[config.mk]
export PLATFORM = sky130hd
export DESIGN_NAME = burst_col_seq
export DESIGN_NICKNAME = d
export VERILOG_FILES = /design/src/rtl/burst_col_pkg.sv /design/src/rtl/burst_len_decode.sv /design/src/rtl/burst_beat_ctr.sv /design/src/rtl/burst_addr_gen.sv /design/src/rtl/burst_col_seq.sv
export SDC_FILE = /design/constraint.sdc
export NUM_CORES = 1
export LEC_CHECK = 0
export ABC_AREA = 1
export BUFFER_PORTS_ARGS = -buffer_cell sky130_fd_sc_hd__clkbuf_2
export CAP_MARGIN = 20
export CORE_ASPECT_RATIO = 0.75
export CORE_MARGIN = 1.5
export CORE_UTILIZATION = 53
export DETAILED_ROUTE_END_ITERATION = 12
export PLACE_DENSITY = 0.89
export RECOVER_POWER = 100
export SLEW_MARGIN = 10
export SYNTH_ARGS = -nofsm -noshare
export SYNTH_HDL_FRONTEND = slang
export SYNTH_SLANG_ARGS = --single-unit
[constraint.sdc]
create_clock -name clk_i -period 3.1 [get_ports clk_i]
set_input_delay 0.155 -clock clk_i [delete_from_list [all_inputs] [get_ports clk_i]]
set_output_delay 0.155 -clock clk_i [all_outputs]
set_load 0.1 [all_outputs]
[src/rtl/burst_col_pkg.sv]
package burst_col_pkg;
  localparam int unsigned OFF_W = 3;

  typedef enum logic [1:0] {
    LEN_2  = 2'd0,
    LEN_4  = 2'd1,
    LEN_8  = 2'd2,
    LEN_8B = 2'd3
  } len_code_e;

  typedef enum logic {
    ORD_SEQ = 1'b0,
    ORD_ILV = 1'b1
  } order_e;
endpackage

[src/rtl/burst_len_decode.sv]
module burst_len_decode
  import burst_col_pkg::*;
(
  input  logic [1:0]       len_i,
  output logic [OFF_W-1:0] mask_o
);
  always_comb begin
    unique case (len_code_e'(len_i))
      LEN_2:   mask_o = 3'b001;
      LEN_4:   mask_o = 3'b011;
      default: mask_o = 3'b111;
    endcase
  end
endmodule

[src/rtl/burst_beat_ctr.sv]
module burst_beat_ctr
  import burst_col_pkg::*;
(
  input  logic             clk_i,
  input  logic             rst_ni,
  input  logic             load_i,
  input  logic             abort_i,
  input  logic [OFF_W-1:0] beat_max_i,
  output logic [OFF_W-1:0] beat_o,
  output logic             busy_o,
  output logic             last_o
);
  logic [OFF_W-1:0] beat_q;
  logic             busy_q;

  assign last_o = busy_q && (beat_q == beat_max_i);

  always_ff @(posedge clk_i or negedge rst_ni) begin
    if (!rst_ni) begin
      beat_q <= '0;
      busy_q <= 1'b0;
    end else if (load_i) begin
      beat_q <= '0;
      busy_q <= 1'b1;
    end else if (busy_q) begin
      if (abort_i || last_o) begin
        busy_q <= 1'b0;
      end else begin
        beat_q <= beat_q + 1'b1;
      end
    end
  end

  assign beat_o = beat_q;
  assign busy_o = busy_q;
endmodule

[src/rtl/burst_addr_gen.sv]
module burst_addr_gen
  import burst_col_pkg::*;
#(
  parameter int unsigned COL_W = 10
) (
  input  logic [COL_W-1:0] base_i,
  input  logic [OFF_W-1:0] mask_i,
  input  logic [OFF_W-1:0] beat_i,
  input  logic             ilv_i,
  output logic [COL_W-1:0] col_o
);
  localparam int unsigned HI_W = COL_W - OFF_W;

  logic [OFF_W-1:0] start_off;
  logic [OFF_W-1:0] step_off;

  assign start_off = base_i[OFF_W-1:0];
  // sequential adds, interleaved xors; the mask keeps the result inside the block
  assign step_off  = ilv_i ? (start_off ^ beat_i) : (start_off + beat_i);

  assign col_o = {base_i[COL_W-1:OFF_W],
                  (start_off & ~mask_i) | (step_off & mask_i)};

  if (HI_W < 1) begin : g_bad_width
    initial $error("COL_W must exceed OFF_W");
  end
endmodule

[src/rtl/burst_col_seq.sv]
module burst_col_seq
  import burst_col_pkg::*;
#(
  parameter int unsigned COL_W = 10
) (
  input  logic             clk_i,
  input  logic             rst_ni,
  input  logic             start_i,
  input  logic [COL_W-1:0] col_i,
  input  logic [1:0]       len_i,
  input  logic             type_i,
  input  logic             abort_i,
  output logic [COL_W-1:0] col_o,
  output logic             valid_o,
  output logic             last_o
);
  logic [COL_W-1:0] base_q;
  logic [OFF_W-1:0] mask_q, mask_d, beat;
  order_e           ord_q;
  logic             busy, last, accept;

  burst_len_decode u_len (
    .len_i  (len_i),
    .mask_o (mask_d)
  );

  // new start only when idle, on the final beat, or under abort
  assign accept = start_i && (!busy || last || abort_i);

  always_ff @(posedge clk_i or negedge rst_ni) begin
    if (!rst_ni) begin
      base_q <= '0;
      mask_q <= '0;
      ord_q  <= ORD_SEQ;
    end else if (accept) begin
      base_q <= col_i;
      mask_q <= mask_d;
      ord_q  <= order_e'(type_i);
    end
  end

  burst_beat_ctr u_ctr (
    .clk_i      (clk_i),
    .rst_ni     (rst_ni),
    .load_i     (accept),
    .abort_i    (abort_i),
    .beat_max_i (mask_q),
    .beat_o     (beat),
    .busy_o     (busy),
    .last_o     (last)
  );

  burst_addr_gen #(.COL_W(COL_W)) u_addr (
    .base_i (base_q),
    .mask_i (mask_q),
    .beat_i (beat),
    .ilv_i  (ord_q == ORD_ILV),
    .col_o  (col_o)
  );

  assign valid_o = busy;
  assign last_o  = last;
endmodule

Yosys cells after proc, flatten, opt, wreduce, memory -nomap -nowiden
Cells that the tools add are included.

$add $sub $neg: 2. Equality and inequality tests: 3. Muxes and demuxes: 8. Bitwise operators: 5. Reductions and logical operators: 9.

Operators by type and width (number): 2-to-1 mux 3 bit (4); bitwise AND 3 bit (2); case mux 3 bit (2 select lines) (1); adder 3 x 1 -> 3 bit (second input constant) (1); adder 3 bit (1); equality test 3 bit (1); logical OR 1 bit (3); 2-to-1 mux 1 bit (3); NOT 3 bit (1); OR 3 bit (1); bitwise XOR 3 bit (1); equality test 2 x 1 -> 1 bit (second input constant) (1); logical AND 1 bit (2); zero test 2 bit (1); inequality test 2 bit (second input constant) (1); AND reduction 2 bit (1); nonzero test 2 bit (1); zero test 1 bit (1).

Flip-flop bits (word level): 18. Input bits: 17. Logic and storage cells: 32.

Depth between registers and ports, before layout
Depth after elaboration: 7. Gate-level depth with buffers: 9.

Modules after synthesis
A second synthesis with hierarchy kept.

Cell total of the unflattened synthesis: 129. Area, all modules: 1043.5 um^2.

By module, submodules not included: burst_col_seq (instances 1, cells each 64, area an instance 593.1 um^2, sequential area each 350.3 um^2); burst_beat_ctr (instances 1, cells each 33, area an instance 249.0 um^2, sequential area each 100.1 um^2); burst_addr_gen (instances 1, cells each 26, area an instance 175.2 um^2, sequential area each 0.0 um^2); burst_len_decode (instances 1, cells each 6, area an instance 26.3 um^2, sequential area each 0.0 um^2).

Worst setup path before layout
No wires, ideal clock.

Kind: register to output. Start point: register u_ctr.beat_q[0], in the netlist u_ctr.beat_o[0]. End point: output port col_o[2]. Data arrival time: 2.668 ns. Required time: 2.945 ns. Setup slack: 0.277 ns. Cell stages (with the launch flop): 6. Cells stage by stage: dfrtp_1 > ha_1 > fa_1 > nand2_1 > o21ai_0 > xnor2_1.

Word-level cells in the longest chain between the ends: 4.

Ends and longest elaborated chain: start: declaration (line burst_beat_ctr.sv:13) `logic [OFF_W-1:0] beat_q;`; start signal: assignment (line burst_beat_ctr.sv:29) `beat_q <= beat_q + 1'b1;`; adder 3 bit (line burst_addr_gen.sv:19) `assign step_off = ilv_i ? (start_off ^ beat_i) : (start_off + beat_i);`; 2-to-1 mux 3 bit (line burst_addr_gen.sv:19); bitwise AND 3 bit (line burst_addr_gen.sv:22) `(start_off & ~mask_i) | (step_off & mask_i)};`; OR 3 bit (line burst_addr_gen.sv:22); end: declaration (line burst_col_seq.sv:13) `output logic [COL_W-1:0] col_o,`.

Every way passes these cells.

Final worst setup path
Start point: register u_ctr.beat_q[0], in the netlist u_ctr.beat_o[0]. End point: output port col_o[1].

The elaborated chain is that of the path after synthesis.

==> reports/summary.txt <==
status: completed
# IOs: 29
starting density of the core: 55.8%
ANT cells: 0
Mapped Area: 953 sq um
Final HPWL DP: 1.25 mm
initial antenna violation count: 0
Tightest Hold Check Type: in2reg
CTS Buf Count: 3
GRT Util Overall: 17.9%
worst-margin pin slew: 1.17 ns
gate family responsible for the most delay along the worst path: buffers and inverters
Worst path max stage delay: 0.87 ns
Placeable Area: 1710 sq um
Seq/Total Area, Yosys: 47.2%
startpoint types: flip-flop
final hold violation count: 0
slowest CP cell: clkbuf_1
wire per inst: 10.9 um
final setup TNS: 0 ns
share of cells above drive strength 1: 15.4%
vias after detailed routing: 745
drt first pass iters: 4
Cells after Synth: 113
Die W: 52.0 um
CP Capture Type: output port
CTS tree: built
die height: 39.7 um
Sink Count: 18
GP Congestion: 0.879
YS warnings: 0
RSZ-0062 raised after global routing: no
vias in the first global route: 584
drt drc: 0
vias per inst: 4.72
Synth Net Count: 134
Worst slew margin: 22.1%
pwr/cell area: 824 nW/um^2
#FFs+latches synth: 18
port buffer count: 28
critical path fanouts, max: 4
Detail Route Antenna Nets: 0
Post-Route WL: 1.72 mm
Post-Route Utilization: 62.0%
worst skew pair latency: 0.29 ns
Avg Cell Area, Syn: 8.44 sq um
Synth-to-Final Area Change: 11.0%
Leak: 0.594 nW
max-cap violations: 0
Arr. time, crit path: 2.47 ns
CP bufs+invs: 1
fin crit period: 2.62 ns
Worst-path clk slew: 0.10 ns
worst-path cell chain: ha_1 -> fa_1 -> nand2_1 -> a31oi_1 -> clkbuf_1
global-route wire length before repair: 2.60 mm
Unique masters post-synth: 17
CP required: 2.94 ns
Final Max Tran Viols: 0
DRT iter0 DRCs: 10
worst vdd ir: 0.000387 V
grt ovf: 0
maximum root-to-sink buffer count: 2
Tcrit/Tclk final: 84.5%
die area: 2060 sq um
clock root cell: clkbuf_4
Crit Path Class: reg2out
count of final setup violators: 0
pin count of the biggest net entering global routing: 19
FMAX: 382 MHz
Nets: 158
Clock Skew: 0.00229 ns
H-Tree Depth: 1
floorplan row count: 13
power breakdown:
group	internal, mW	leakage [nW]	switching, mW
logic	0.0705	0.354	0.348
registers	0.274	0.218	0.0352
clock network	0.0716	0.0210	0.0728
final cells by class:
class,instances,area [sq um]
flip-flops and latches,18,450
repair buffers,29,135
inverters,8,30.0
well taps,22,27.5
multi-input cells,77,379
clock buffers,4,36.3
fillers,170,649
cell usage in the layout, fill, tap and decap left out, drive strengths merged, types with 2 or more instances in the layout:
cell type,netlist,routed
nand2,45,45
clkbuf,1,32
dfrtp,18,18
nand3,16,16
inv,8,8
nor2,4,4
o21ai,3,3
ha,3,3
xnor2,2,2
final timing paths:
kind	start	endpoint	slack, ns	cells after the start
setup / recovery	u_ctr.beat_o[0]	col_o[1]	0.48	5
hold / removal	col_i[2]	base_q[2]	0.08	3
setup reg to reg	u_ctr.beat_o[1]	u_ctr.beat_o[2]	1.08	6
hold reg to reg	base_q[5]	base_q[5]	0.48	2
max in group asynchronous	rst_ni	u_ctr.beat_o[1]	2.00	2
min in group asynchronous	rst_ni	base_q[4]	0.53	2
cell usage after synthesis:
library cell	n	share of area [%]
inv_1	8	3.1
nand3_1	15	7.9
ha_1	3	3.9
o21ai_0	3	1.6
a21oi_1	1	0.52
nand3_2	1	1.0
dfrtp_1	18	47
nor2_1	4	1.6
a31oi_1	1	0.66
xor2_1	1	0.92
xnor2_1	2	1.8
nand2_1	43	17
buf_8	1	1.6
clkbuf_1	1	0.39
fa_1	1	2.1
nand2_4	2	2.4
buf_4	8	6.3
state kept, by name (all words and copies together) (netlist names):
name	cells
base_q	10
mask_q	3
ord_q	1
u_ctr.beat_o	3
u_ctr.busy_o	1
through the flow:
step           power, mW  cell area [sq um]  hold slack, ns  setup WS [ns]  instances
3_5_place_dp       0.746               1040           0.123           1.12        153
6_report           0.872               1060          0.0827          0.480        158
2_1_floorplan      0.703                953          -0.141          0.277        113
3_3_place_gp       0.740               1040           0.114           1.15        153
4_1_cts            0.891               1090          0.0805          0.784        158
5_1_grt            0.923               1060          0.0673          0.389        158
timing repair:
item | CTS | global route
gates resized for setup | 0 | 0
setup buffers | 0 | 0
hold endpoints to repair | 18 | 0
hold buffers | 1 | 0
layer usage:
| metal | vias up | global-route usage [%] | wire length, um | part of all wire (%) |
|---|---|---|---|---|
| met3 | 2 | 5.73 | 55 | 3.2 |
| met2 | 13 | 29.7 | 848 | 49 |
| li1 | 396 | - | - | - |
| met1 | 334 | 23.6 | 809 | 47 |
| met5 | - | 0 | 0 | 0 |
| met4 | 0 | 1.97 | 8 | 0.46 |
cells by family after synthesis:
logic type      count (synthesis)  synth area share [%]
compound gates                  5                  2.76
xor+xnor                        3                  2.76
simple gates                   65                  29.8
buf+inv                        18                  11.4
flops                          18                  47.2
fa+ha+maj                       4                  6.04
worst register-to-register path: stages (launching register included):
cell     delay [ns]
dfrtp_1        0.47
xnor2_1        0.21
nand3_2        0.10
nand2_1        0.42
nand2_1        0.46
nand3_1        0.19
nand2_1        0.07
No activity file was read; power rests on OpenSTA's default activity.
